<file path="config.mk">
export PLATFORM = sky130hd
export DESIGN_NAME = rx_phase_tuner
export DESIGN_NICKNAME = d
export VERILOG_FILES = /design/src/rtl/rx_tune_pkg.sv /design/src/rtl/rx_tune_trials.sv /design/src/rtl/rx_tune_window.sv /design/src/rtl/rx_phase_tuner.sv
export SDC_FILE = /design/constraint.sdc
export NUM_CORES = 1
export LEC_CHECK = 0
export ABC_AREA = 1
export BUFFER_PORTS_ARGS = -buffer_cell sky130_fd_sc_hd__buf_2
export CORE_ASPECT_RATIO = 1.1
export CORE_MARGIN = 10
export CORE_UTILIZATION = 40
export DETAILED_ROUTE_END_ITERATION = 8
export GPL_ROUTABILITY_DRIVEN = 0
export GPL_TIMING_DRIVEN = 0
export PLACE_DENSITY = 0.62
export REMOVE_ABC_BUFFERS = 1
export SLEW_MARGIN = 20
export SYNTH_ARGS = -nofsm -noshare
export SYNTH_HDL_FRONTEND = slang
export SYNTH_HIERARCHICAL = 1
export SYNTH_SLANG_ARGS = --single-unit
</file>
<file path="constraint.sdc">
create_clock -name clk -period 4.01 [get_ports clk]
set_input_delay 0.802 -clock clk [delete_from_list [all_inputs] [get_ports clk]]
set_output_delay 0.802 -clock clk [all_outputs]
set_load 0.03 [all_outputs]
</file>
<file path="src/rtl/rx_tune_pkg.sv">
package rx_tune_pkg;

   typedef enum logic [2:0] {
      TS_IDLE   = 3'd0,
      TS_PREP   = 3'd1,
      TS_LAUNCH = 3'd2,
      TS_WAIT   = 3'd3,
      TS_EVAL   = 3'd4,
      TS_FINISH = 3'd5
   } tune_state_e;

endpackage

</file>
<file path="src/rtl/rx_tune_trials.sv">
// Counts the trials of one phase group and folds their pass flags together.
module rx_tune_trials #(
   parameter int TRIALS = 10
) (
   input  logic clk,
   input  logic rst_n,
   input  logic clear_i,
   input  logic accept_i,
   input  logic pass_i,
   output logic group_end_o,
   output logic group_ok_o
);

   logic all_ok_q;

   always_ff @(posedge clk or negedge rst_n) begin
      if (!rst_n)        all_ok_q <= 1'b1;
      else if (clear_i)  all_ok_q <= 1'b1;
      else if (accept_i) all_ok_q <= all_ok_q & pass_i;
   end

   assign group_ok_o = all_ok_q;

   generate
      if (TRIALS == 1) begin : g_single
         assign group_end_o = accept_i;
      end else begin : g_counted
         localparam int CNT_W = $clog2(TRIALS);
         localparam logic [CNT_W-1:0] LAST = CNT_W'(TRIALS - 1);
         logic [CNT_W-1:0] cnt_q;

         always_ff @(posedge clk or negedge rst_n) begin
            if (!rst_n)        cnt_q <= '0;
            else if (clear_i)  cnt_q <= '0;
            else if (accept_i) cnt_q <= (cnt_q == LAST) ? '0 : cnt_q + 1'b1;
         end

         assign group_end_o = accept_i && (cnt_q == LAST);

         // the trial index never passes the last trial of a group
         a_r4_count_range: assert property (@(posedge clk) disable iff (!rst_n)
            cnt_q <= LAST);
      end
   endgenerate

endmodule

</file>
<file path="src/rtl/rx_tune_window.sv">
// Tracks the open window and the best closed window, and picks the result.
module rx_tune_window #(
   parameter int PHASE_W = 12
) (
   input  logic               clk,
   input  logic               rst_n,
   input  logic               clear_i,
   input  logic               step_i,
   input  logic               pass_i,
   input  logic [PHASE_W-1:0] phase_i,
   output logic [PHASE_W-1:0] sel_o,
   output logic               none_o
);

   localparam int LEN_W = PHASE_W + 1;

   logic [PHASE_W-1:0] cur_start_q, best_start_q;
   logic [LEN_W-1:0]   cur_len_q, best_len_q;
   logic [LEN_W-1:0]   half_len;
   logic [PHASE_W-1:0] base;

   always_ff @(posedge clk or negedge rst_n) begin
      if (!rst_n) begin
         cur_start_q  <= '0;
         cur_len_q    <= '0;
         best_start_q <= '0;
         best_len_q   <= '0;
      end else if (clear_i) begin
         cur_start_q  <= '0;
         cur_len_q    <= '0;
         best_start_q <= '0;
         best_len_q   <= '0;
      end else if (step_i) begin
         if (pass_i) begin
            if (cur_len_q == '0) cur_start_q <= phase_i;
            cur_len_q <= cur_len_q + 1'b1;
         end else begin
            if (cur_len_q > best_len_q) begin
               best_start_q <= cur_start_q;
               best_len_q   <= cur_len_q;
            end
            cur_len_q <= '0;
         end
      end
   end

   always_comb begin
      if (cur_len_q > best_len_q) begin
         base     = cur_start_q;
         half_len = cur_len_q >> 1;
      end else begin
         base     = best_start_q;
         half_len = best_len_q >> 1;
      end
      sel_o  = base + half_len[PHASE_W-1:0];
      none_o = (cur_len_q == '0) && (best_len_q == '0);
   end

   // the best window length only grows within a sweep
   a_r5_best_monotonic: assert property (@(posedge clk) disable iff (!rst_n)
      !$past(clear_i) |-> best_len_q >= $past(best_len_q));

   // a failing evaluation always leaves the open window empty
   a_r5_fail_closes: assert property (@(posedge clk) disable iff (!rst_n)
      (step_i && !pass_i && !clear_i) |=> cur_len_q == '0);

endmodule

</file>
<file path="src/rtl/rx_phase_tuner.sv">
module rx_phase_tuner
   import rx_tune_pkg::*;
#(
   parameter int PHASE_W = 12,
   parameter int TRIALS  = 10
) (
   input  logic               clk,
   input  logic               rst_n,
   input  logic               start_i,
   input  logic [PHASE_W-1:0] divider_i,
   input  logic               load_i,
   input  logic [PHASE_W-1:0] load_phase_i,
   output logic               trial_start_o,
   input  logic               trial_done_i,
   input  logic               trial_pass_i,
   output logic [PHASE_W-1:0] phase_o,
   output logic               busy_o,
   output logic               done_o,
   output logic               error_o
);

   generate
      if (PHASE_W < 1) begin : g_bad_width
         $error("PHASE_W must be at least 1");
      end
      if (TRIALS < 1) begin : g_bad_trials
         $error("TRIALS must be at least 1");
      end
   endgenerate

   tune_state_e        state_q;
   logic [PHASE_W-1:0] phase_q, saved_q;
   logic               err_q, done_q;

   logic group_end, group_ok;
   logic [PHASE_W-1:0] sel_phase;
   logic none_found;
   logic accept_go;

   assign accept_go = (state_q == TS_IDLE) && start_i;

   rx_tune_trials #(.TRIALS(TRIALS)) u_trials (
      .clk         (clk),
      .rst_n       (rst_n),
      .clear_i     (state_q == TS_PREP),
      .accept_i    ((state_q == TS_WAIT) && trial_done_i),
      .pass_i      (trial_pass_i),
      .group_end_o (group_end),
      .group_ok_o  (group_ok)
   );

   rx_tune_window #(.PHASE_W(PHASE_W)) u_window (
      .clk     (clk),
      .rst_n   (rst_n),
      .clear_i (accept_go),
      .step_i  (state_q == TS_EVAL),
      .pass_i  (group_ok),
      .phase_i (phase_q),
      .sel_o   (sel_phase),
      .none_o  (none_found)
   );

   always_ff @(posedge clk or negedge rst_n) begin
      if (!rst_n) begin
         state_q <= TS_IDLE;
         phase_q <= '0;
         saved_q <= '0;
         err_q   <= 1'b0;
         done_q  <= 1'b0;
      end else begin
         done_q <= 1'b0;
         unique case (state_q)
            TS_IDLE: begin
               if (start_i) begin
                  saved_q <= phase_q;
                  phase_q <= '0;
                  err_q   <= 1'b0;
                  state_q <= TS_PREP;
               end else if (load_i) begin
                  phase_q <= load_phase_i;
               end
            end
            TS_PREP:   state_q <= TS_LAUNCH;
            TS_LAUNCH: state_q <= TS_WAIT;
            TS_WAIT: begin
               if (group_end)         state_q <= TS_EVAL;
               else if (trial_done_i) state_q <= TS_LAUNCH;
            end
            TS_EVAL: begin
               if (phase_q == divider_i) begin
                  state_q <= TS_FINISH;
               end else begin
                  phase_q <= phase_q + 1'b1;
                  state_q <= TS_PREP;
               end
            end
            TS_FINISH: begin
               phase_q <= none_found ? saved_q : sel_phase;
               err_q   <= none_found;
               done_q  <= 1'b1;
               state_q <= TS_IDLE;
            end
            default: state_q <= TS_IDLE;
         endcase
      end
   end

   assign trial_start_o = (state_q == TS_LAUNCH);
   assign busy_o        = (state_q != TS_IDLE);
   assign phase_o       = phase_q;
   assign done_o        = done_q;
   assign error_o       = err_q;

   // trial pulses last a single cycle
   a_r4_start_single: assert property (@(posedge clk) disable iff (!rst_n)
      trial_start_o |=> !trial_start_o);

   // the phase is settled when a trial is started
   a_r3_phase_hold: assert property (@(posedge clk) disable iff (!rst_n)
      trial_start_o |-> $stable(phase_o));

   // within a sweep the phase only steps upward by one
   a_r3_phase_step: assert property (@(posedge clk) disable iff (!rst_n)
      (busy_o && $past(busy_o) && !$stable(phase_o)) |-> phase_o == $past(phase_o) + 1'b1);

   // the sweep never passes the divider value
   a_r3_phase_bound: assert property (@(posedge clk) disable iff (!rst_n)
      busy_o |-> phase_o <= divider_i);

   // the done pulse comes with busy already low and lasts one cycle
   a_r9_done_idle: assert property (@(posedge clk) disable iff (!rst_n)
      done_o |-> (!busy_o && $past(busy_o)));

   // the error flag is only visible while idle
   a_r8_err_idle: assert property (@(posedge clk) disable iff (!rst_n)
      error_o |-> !busy_o);

endmodule

</file>
==> flow_summary.json, run 1 <==
{
  "synth_edf_count": 0,
  "hold_viol": 0,
  "cpMostUsedCell": "nand2_1",
  "path_max_fanout": 23,
  "firstDrtPassIters": 5,
  "die_y_um": 144,
  "wl_per_cell_um": 14.9,
  "dieArea_um2": 19200,
  "cts-htree-levels": 3,
  "grt.busiest_layer": "met2",
  "clockBufferDepth": 2,
  "num_io_pins": 46,
  "die_w_um": 133,
  "rows": 45,
  "synthArstFlopShare": 1.00,
  "p_per_area_nw_per_um2": 869,
  "path_class": "reg -> reg",
  "ys.flop_type": "dfrtp_1",
  "dp_hpwl_um": 11000,
  "relSlewSlack": 0.291,
  "synth_area_um2": 5620,
  "crit_arrival_ns": 4.06,
  "min_path_type": "in -> async",
  "avgSynthCellArea_um2": 7.13,
  "synth_top_family_by_area": "simple AND/OR/NAND/NOR gates",
  "start_kind": "flop",
  "dpl_cell_area_um2": 5980,
  "leakage_nw": 3.25,
  "synth-seq-area-share": 0.374,
  "min_period_ns": 3.78,
  "synth_compound_area_frac": 0.130,
  "nNetsFinal": 889,
  "gr-total-overflow": 0,
  "dr.first_iter.drc_count": 328,
  "pwr-share-clk": 0.150,
  "root_buffer": "clkbuf_16",
  "fin_crit_sh": 0.942,
  "yosys_register_bits": 84,
  "fin_cells": 1021,
  "grt_max_degree": 51,
  "drive_gt1_frac": 0.130,
  "drc_errors": 0,
  "outcome": "complete, no violations",
  "cts_made_buffers": 9,
  "p_int_mw": 2.83,
  "setup_viol": 0,
  "met2_usage": 0.273,
  "swShare": 0.486,
  "grtUsageMet3": 0.0191,
  "utilization": 0.460,
  "clk-insertion-delay-late_ns": 0.35,
  "synthAdderAreaFrac": 0.0681,
  "maxCapViolCount": 0,
  "rsz0062_at_grt": "yes",
  "critPathCaptureType": "flop",
  "clock_skew_ns": 0.00906,
  "vdd_drop_max_mv": 0.359,
  "grt_pass1_vias": 5104,
  "maxSlewViolCount": 0,
  "fmax_mhz": 265,
  "via_count": 5197,
  "yosysUniqueCellTypes": 46,
  "cts_hold_buf": 0,
  "critPathSlowestCell": "dfrtp_1",
  "ys_warn_count": 6,
  "postRouteAntennaNets": 0,
  "p_seq_frac": 0.263,
  "n_antenna_cell": 0,
  "cts_tree": "yes",
  "cts.clk_slew.worst_paths_ns": 0.06,
  "fillers": 1466,
  "core_area_um2": 13800,
  "synth.mux.area_fraction": 0,
  "area_growth_pct": 12.9,
  "antenna_found_initial": 0,
  "synth_simple_gate_area_frac": 0.301,
  "wl_um": 15200,
  "dp_cells": 1001,
  "cts_sinks": 84,
  "port_buffers": 45,
  "use_met1": 0.202,
  "drt-vias-per-instance": 5.09,
  "grt_usage": 0.162,
  "grt_pass1_wl_um": 25300,
  "slowest_delay_ns": 0.45,
  "tightest_slew_ns": 1.06,
  "power_frac_comb": 0.587,
  "cp.required_ns": 4.29,
  "synthCells": 788,
  "synth_xor_xnor_area_share": 0.0203,
  "stdcell_area_um2": 6340,
  "switchingPower_mw": 2.68,
  "initial_utilization": 0.407
}
## stage by stage
| stage | power, mW | hold slack, ns | setup slack (ns) | TNS, ns |
|---|---|---|---|---|
| after global routing | 6.09 | 0.462 | -0.0382 | -0.0450 |
| after floorplan | 3.72 | 0.453 | 0.680 | 0 |
| final | 5.52 | 0.411 | 0.232 | 0 |
| after detailed placement | 4.51 | 0.473 | 0.0487 | 0 |
| after global placement | 4.48 | 0.464 | 0.0447 | 0 |
| after CTS | 5.38 | 0.445 | 0.0730 | 0 |
## synthesized netlist by cell type (all sizes together), types with 2 or more instances
cell type,count,area share
xnor2,6,0.0094
a21oi,26,0.026
o211ai,2,0.0027
o21ai,73,0.066
nor3,9,0.0089
xor2,7,0.011
nand2,240,0.17
dfrtp,83,0.37
nand4,11,0.012
nand3,75,0.069
buf,16,0.019
o22ai,26,0.029
nor2,39,0.035
inv,123,0.083
nor4,5,0.0056
ha,29,0.065
or2,2,0.0022
clkbuf,5,0.0036
## flip-flops by register name (all words and copies together), names as in the netlist
register                  flops
u_window/best_start_q        12
u_window/cur_start_q         12
error_o                       1
done_o                        1
saved_q                      12
u_window/best_len_q          13
u_trials/g_counted.cnt_q      4
u_window/cur_len_q           13
state_q                       3
phase_o                      12
u_trials/group_ok_o           1
## cell families (layout without fill, tap and decap cells)
group,after synthesis,count (layout)
AOI/OAI and AO/OA,132,132
and+or+nand+nor,384,385
xor gates and xnor gates,13,13
adders and majority gates,30,30
buffers and inverters,145,189
DFF,84,84
## per-layer routing
metal / vias up / share of wire
li1: 2646 / -
met1: 2394 / 0.46
met2: 127 / 0.47
met3: 30 / 0.041
met4: 0 / 0.029
met5: - / 0
## worst paths after layout
path / startpoint / to / slack [ns] / cells past startpoint
worst max-delay path: u_window/cur_len_q[6]$_DFFE_PN0P_ / phase_o[11]$_DFFE_PN0P_ / 0.23 / 25
worst min-delay path: rst_n / u_window/cur_start_q[9]$_DFFE_PN0P_ / 0.41 / 1
worst max register to register: u_window/cur_len_q[6]$_DFFE_PN0P_ / phase_o[11]$_DFFE_PN0P_ / 0.23 / 25
worst min register to register: saved_q[3]$_DFFE_PN0P_ / saved_q[3]$_DFFE_PN0P_ / 0.49 / 2
max in group asynchronous: rst_n / u_trials/group_ok_o$_DFFE_PN1P_ / 2.92 / 2
min in group clk: saved_q[3]$_DFFE_PN0P_ / saved_q[3]$_DFFE_PN0P_ / 0.49 / 2
## repair_timing
item / in CTS / in global routing
setup endpoints to repair: 1 / 6
setup buffers: 0 / 4
resized for setup: 2 / 12
pin swaps: 0 / 4
gates cloned: 0 / 1
## layout make-up
cell class | count | area, µm² | area share
well taps | 188 | 235 | 0.0371
repair buffers | 50 | 285 | 0.0450
clock inverters | 4 | 51.3 | 0.00809
flip-flops and latches | 84 | 2110 | 0.332
multi-input cells | 560 | 2960 | 0.466
clock buffers | 11 | 233 | 0.0367
inverters | 124 | 474 | 0.0747
## worst max-delay path: cells and delay by family, from the launching register on
family | cells | cell delay, ns
DFF | 1 | 0.45
AOI/OAI and AO/OA | 5 | 1.07
buffers and inverters | 2 | 0.13
adders and majority gates | 2 | 0.72
and+or+nand+nor | 16 | 1.33
## power by group through the flow
| stage | clock network, mW | registers, mW | logic (mW) |
|---|---|---|---|
| final | 0.828 | 1.45 | 3.24 |
| after global routing | 0.869 | 1.50 | 3.72 |
| after CTS | 0.837 | 1.45 | 3.10 |
| after detailed placement | 0 | 1.46 | 3.05 |
| after global placement | 0 | 1.45 | 3.03 |
| after floorplan | 0 | 1.45 | 2.27 |
## cell usage in the layout, fill, tap and decap left out, types with 3 or more instances in the layout
master     netlist  layout
buf_4            3       5
o22ai_1         26      26
nor4_1           5       5
buf_2            9      44
nor3_1           8       8
inv_1          115     115
dfrtp_1         83      80
nand4_1         11      11
o21ai_0         57      54
ha_1            29      28
clkbuf_16        0       9
nor2_1          29      29
dfrtp_2          0       3
inv_2            7       7
nand3_1         73      73
a21oi_1         24      21
nor2_2           7       7
xor2_1           7       7
nand2_2          6       6
o21ai_1         15      17
nand2_1        232     232
xnor2_1          6       6
a21oi_2          1       4
(Power assumes the default switching activity.)
==> inputs of run 2 (changes only) <==
--- a/config.mk
+++ b/config.mk
@@ -13,6 +13,7 @@
 export DETAILED_ROUTE_END_ITERATION = 8
 export GPL_ROUTABILITY_DRIVEN = 0
 export GPL_TIMING_DRIVEN = 0
+export MAX_ROUTING_LAYER = met4
 export PLACE_DENSITY = 0.62
 export REMOVE_ABC_BUFFERS = 1
 export SLEW_MARGIN = 20
==> run 2 against run 1 <==
- final area shrank 0.12%
- total power shrank 0.47%
- combinational power is essentially flat
- setup slack lost 0.012 ns
- clock-buffer cell count is the same
- first-iteration DRC count grew 4.0%
- die area is the same
- cell count is essentially flat
- via count shrank 0.87%
- global-route usage grew 0.48 points
- clock skew shrank 0.00076 ns
==> flow_summary.json, run 2 (same netlist as run 1, synthesis figures left out) <==
{
  "outcome": "complete, no violations",
  "r2r_start": "u_window/best_len_q[12]$_DFFE_PN0P_",
  "dieArea_um2": 19200,
  "path_class": "reg -> reg",
  "postRouteAntennaNets": 0,
  "fillers": 1466,
  "cts_made_buffers": 9,
  "antenna_found_initial": 0,
  "grt_pass1_vias": 5103,
  "clk-insertion-delay-late_ns": 0.34,
  "clock_skew_ns": 0.00830,
  "port_buffers": 45,
  "dr.first_iter.drc_count": 341,
  "reg.largest.list": "u_window/best_len_q: 13 flops, u_window/cur_len_q: 13 flops",
  "start_kind": "flop",
  "regToRegSetupSlack_ns": 0.22,
  "wl_um": 15300,
  "n_antenna_cell": 0,
  "r2r_cells": 26,
  "dp_cells": 1001,
  "clockBufferDepth": 2,
  "grt_max_degree": 51,
  "hold_viol": 0,
  "path_max_fanout": 23,
  "crit_start": "u_window/best_len_q[12]$_DFFE_PN0P_",
  "cp.required_ns": 4.29,
  "fmax_mhz": 264,
  "timing.rr.end": "phase_o[11]$_DFFE_PN0P_",
  "grt_usage": 0.167,
  "cts.clk_slew.worst_paths_ns": 0.06,
  "seq_area_um2": 2110,
  "maxSlewViolCount": 0,
  "die_y_um": 144,
  "num_io_pins": 46,
  "finalPower_mw": 5.49,
  "maxCapViolCount": 0,
  "grt_pass1_wl_um": 25300,
  "fin_tns_setup_ns": 0,
  "gr-total-overflow": 0,
  "vdd_drop_max_mv": 0.354,
  "fin_crit_sh": 0.945,
  "setup_viol": 0,
  "cts-htree-levels": 3,
  "final_common_cell": "nand2_1",
  "relSlewSlack": 0.317,
  "cts_sinks": 84,
  "min_period_ns": 3.79,
  "drc_errors": 0,
  "final_cell_mix": "nand2_1 (232), inv_1 (115), dfrtp_1 (80), nand3_1 (73), o21ai_0 (54)",
  "nNetsFinal": 888,
  "drive_gt1_frac": 0.129,
  "endpoint": "phase_o[11]$_DFFE_PN0P_",
  "area_growth_pct": 12.8,
  "dp_hpwl_um": 11000,
  "via_count": 5152,
  "firstDrtPassIters": 5,
  "wl_per_cell_um": 15.0,
  "tightest_slew_ns": 1.02,
  "place_ws_ns": 0.0487,
  "critPathCaptureType": "flop",
  "die_w_um": 133,
  "rows": 45,
  "core_area_um2": 13800,
  "worst_slack_ns": 0.220,
  "rsz0062_at_grt": "yes",
  "min_path_type": "in -> async",
  "leakage_nw": 3.24,
  "initial_utilization": 0.407,
  "p_per_area_nw_per_um2": 866,
  "fin_cells": 1020,
  "crit_arrival_ns": 4.07,
  "cts_tree": "yes",
  "drt-vias-per-instance": 5.05,
  "multiInputGateArea_um2": 2960,
  "root_buffer": "clkbuf_16"
}
-- run 2: power breakdown --
group,switching [mW],internal [mW]
Clock,0.349,0.480
Sequential,0.289,1.16
Combinational,2.04,1.18
Total,2.67,2.82
-- run 2: worst min-delay path by stage --
stage,depth (start not counted),endpoint,slack (ns),from
floorplan,2,saved_q[7]$_DFFE_PN0P_,0.45,saved_q[7]$_DFFE_PN0P_
global placement,2,saved_q[7]$_DFFE_PN0P_,0.46,saved_q[7]$_DFFE_PN0P_
detailed placement,2,saved_q[7]$_DFFE_PN0P_,0.47,saved_q[7]$_DFFE_PN0P_
CTS,1,u_window/cur_start_q[9]$_DFFE_PN0P_,0.44,rst_n
global route,1,u_window/best_start_q[8]$_DFFE_PN0P_,0.46,rst_n
finish,1,u_window/cur_start_q[9]$_DFFE_PN0P_,0.41,rst_n
-- run 2: layout make-up --
class                   instances  area share
clock inverters                 4     0.00809
repair buffers                 49      0.0438
flip-flops and latches         84       0.332
well taps                     188      0.0371
inverters                     124      0.0748
clock buffers                  11      0.0367
multi-input cells             560       0.467
-- run 2: stage by stage --
step	util	hold slack [ns]	cell area [µm²]
after floorplan	-	0.453	5490
after global placement	0.432	0.464	5950
after detailed placement	0.434	0.473	5980
after CTS	0.455	0.445	6280
after global routing	0.459	0.460	6340
final	0.459	0.414	6340
-- run 2: worst max-delay path, cell delays in order, from the launching register on --
cell and delay, ns:
dfrtp_1 0.37, inv_1 0.12, ha_1 0.27, nand2_2 0.10, inv_1 0.04, nand2_1 0.05, nand2_1 0.06, a21oi_2 0.19
nand2_4 0.14, nand2_8 0.17, inv_8 0.08, o21ai_0 0.38, ha_1 0.37, nand2_1 0.09, nor2_1 0.05, a211oi_1 0.20
o21ai_0 0.19, nand3b_1 0.19, nand2_1 0.09, nand2_1 0.06, nand2_1 0.08, nand2_1 0.06, o21ai_0 0.10, inv_1 0.06
nand2_1 0.06, nand3_1 0.06, nand2_1 0.07
-- run 2: metal layers --
| layer | track usage | wire, µm |
|---|---|---|
| met2 | 0.272 | 7140 |
| met4 | 0.0782 | 393 |
| met1 | 0.205 | 7230 |
| met3 | 0.0153 | 511 |
| met5 | - | 0 |
-- run 2: repair_timing --
item / in CTS / in global routing
setup endpoints to repair: 1 / 6
buffers inserted: 0 / 3
hold buffers: 0 / 0
gates cloned: 0 / 1
gates resized for setup: 2 / 12
pin swaps: 0 / 4
==> inputs of run 3 (changes only) <==
--- a/config.mk
+++ b/config.mk
@@ -7,14 +7,16 @@
 export LEC_CHECK = 0
 export ABC_AREA = 1
 export BUFFER_PORTS_ARGS = -buffer_cell sky130_fd_sc_hd__buf_2
-export CORE_ASPECT_RATIO = 1.1
+export CELL_PAD_IN_SITES_DETAIL_PLACEMENT = 0
+export CELL_PAD_IN_SITES_GLOBAL_PLACEMENT = 1
+export CORE_ASPECT_RATIO = 1.75
 export CORE_MARGIN = 10
 export CORE_UTILIZATION = 40
 export DETAILED_ROUTE_END_ITERATION = 8
 export GPL_ROUTABILITY_DRIVEN = 0
 export GPL_TIMING_DRIVEN = 0
 export MAX_ROUTING_LAYER = met4
-export PLACE_DENSITY = 0.62
+export PLACE_DENSITY = 0.79
 export REMOVE_ABC_BUFFERS = 1
 export SLEW_MARGIN = 20
 export SYNTH_ARGS = -nofsm -noshare
==> constraint.sdc (replaced) <==
create_clock -name clk -period 4.01 [get_ports clk]
set_input_delay 0.802 -clock clk [delete_from_list [all_inputs] [get_ports clk]]
set_output_delay 0.802 -clock clk [all_outputs]
set_load 0.05 [all_outputs]
==> run 3 against run 2 <==
- combinational power grew 7.8%
- first-iteration DRC count decreased by 20%
- via count is 2.6% higher
- total power increased by 7.1%
- non-clock buffer count grew 8
- highest routed layer unchanged
- hold slack gained 0.060 ns
- die area rose by 0.94%
- routed wire length up 4.5%
==> flow_summary.json, run 3 (same netlist as run 1, synthesis figures left out) <==
{
  "outcome": "complete, no violations",
  "hold_ws_ns": 0.474,
  "cp.required_ns": 4.28,
  "fin_tns_setup_ns": 0,
  "wl_per_cell_um": 15.7,
  "critPathCaptureType": "flop",
  "worst_slack_ns": 0.311,
  "antenna_found_initial": 0,
  "path_class": "reg -> reg",
  "crit_arrival_ns": 3.97,
  "maxSlewViolCount": 0,
  "relSlewSlack": 0.387,
  "place_ws_ns": -0.0711,
  "core_area_um2": 13800,
  "fmax_mhz": 270,
  "drc_errors": 0,
  "gr-total-overflow": 0,
  "grt_usage": 0.174,
  "fillers": 1432,
  "cts_sinks": 84,
  "reg.largest.list": "u_window/best_len_q: 13 flops, u_window/cur_len_q: 13 flops",
  "cts_tree": "yes",
  "via_count": 5284,
  "grt_pass1_wl_um": 26200,
  "firstDrtPassIters": 5,
  "dr.first_iter.drc_count": 273,
  "p_per_area_nw_per_um2": 907,
  "final_cell_mix": "nand2_1 (232), inv_1 (115), dfrtp_1 (78), nand3_1 (73), o21ai_0 (51)",
  "num_io_pins": 46,
  "clockBufferDepth": 2,
  "setup_viol": 0,
  "rows": 57,
  "maxCapViolCount": 0,
  "cts_hold_buf": 0,
  "final_common_cell": "nand2_1",
  "drt-vias-per-instance": 5.19,
  "n_antenna_cell": 0,
  "grt_pass1_vias": 5374,
  "vdd_drop_max_mv": 0.328,
  "leakage_nw": 3.31,
  "start_kind": "flop",
  "die_w_um": 110,
  "hold_viol": 0,
  "initial_utilization": 0.406,
  "postRouteAntennaNets": 0,
  "fin_crit_sh": 0.922,
  "wl_um": 16000,
  "clk-insertion-delay-late_ns": 0.33,
  "dieArea_um2": 19400,
  "min_period_ns": 3.70,
  "fin_cells": 1019,
  "drive_gt1_frac": 0.147,
  "root_buffer": "clkbuf_16",
  "cts-htree-levels": 3,
  "port_buffers": 45,
  "die_y_um": 177,
  "clock_skew_ns": 0.00932,
  "dp_hpwl_um": 12100,
  "min_path_type": "in -> async",
  "cts.clk_slew.worst_paths_ns": 0.07,
  "path_max_fanout": 23,
  "tightest_slew_ns": 0.916,
  "grt_max_degree": 46,
  "cts_made_buffers": 9,
  "nNetsFinal": 897,
  "dp_cells": 990,
  "area_growth_pct": 15.3
}
==> run 3: layout make-up <==
type	count	area [µm²]	share of cell area
sequential	84	2110	0.325
clock buffer	10	229	0.0353
inverter	124	479	0.0739
multi-input combinational	561	3000	0.463
clock inverter	6	113	0.0174
tap	177	221	0.0342
timing repair buffer	57	330	0.0510
==> run 3: path summary, 6_finish.rpt <==
kind,start,to,slack (ns),depth (start not counted)
min in group clk,saved_q[3]$_DFFE_PN0P_,saved_q[3]$_DFFE_PN0P_,0.48,2
setup / recovery,u_window/cur_len_q[12]$_DFFE_PN0P_,phase_o[9]$_DFFE_PN0P_,0.31,26
hold / removal,rst_n,phase_o[10]$_DFFE_PN0P_,0.47,1
max in group asynchronous,rst_n,u_trials/group_ok_o$_DFFE_PN1P_,2.81,2
hold reg to reg,saved_q[3]$_DFFE_PN0P_,saved_q[3]$_DFFE_PN0P_,0.48,2
setup reg to reg,u_window/cur_len_q[12]$_DFFE_PN0P_,phase_o[9]$_DFFE_PN0P_,0.31,26
==> run 3: what timing repair did <==
action                     CTS  global route
buffers inserted             0            11
setup endpoints to repair    3             7
resized for setup            2            24
gates cloned                 0             2
pin swaps                    0             9
==> run 3: power breakdown <==
| group | switching, mW | leakage [nW] | total, mW | internal [mW] |
|---|---|---|---|---|
| Clock | 0.347 | 0.167 | 0.958 | 0.612 |
| Sequential | 0.301 | 1.07 | 1.46 | 1.16 |
| Combinational | 2.14 | 2.08 | 3.46 | 1.31 |
==> run 3: metrics by stage <==
step / utilization / total power [mW] / area [µm²]
after floorplan: - / 3.80 / 5490
after global placement: 0.429 / 4.50 / 5940
after detailed placement: 0.431 / 4.57 / 5960
after CTS: 0.457 / 5.59 / 6320
after global routing: 0.468 / 6.44 / 6480
final: 0.468 / 5.88 / 6480
==> run 3: per-layer routing <==
metal	track usage	part of all wire	vias to the layer above
li1	-	-	2664
met3	0.0182	0.022	44
met1	0.182	0.40	2461
met5	-	0	-
met2	0.312	0.54	115
met4	0.0833	0.043	0
==> run 3: worst max-delay path, stage by stage (launching register included) <==
cell,delay (ns)
dfrtp_2,0.46
ha_1,0.34
nand2_2,0.10
inv_1,0.04
nand2_1,0.06
nand2_1,0.08
a21oi_4,0.16
nand2_4,0.15
nand2_8,0.15
clkinv_8,0.10
nand2_1,0.09
o21ai_0,0.13
ha_1,0.39
nand2_1,0.09
nor2_1,0.17
a21oi_2,0.10
buf_4,0.15
o21ai_1,0.14
xor2_1,0.18
nand2_1,0.07
nand2_1,0.07
nand2_1,0.05
o21ai_0,0.10
inv_1,0.06
nand2_1,0.06
nand3_1,0.07
nand2_1,0.08
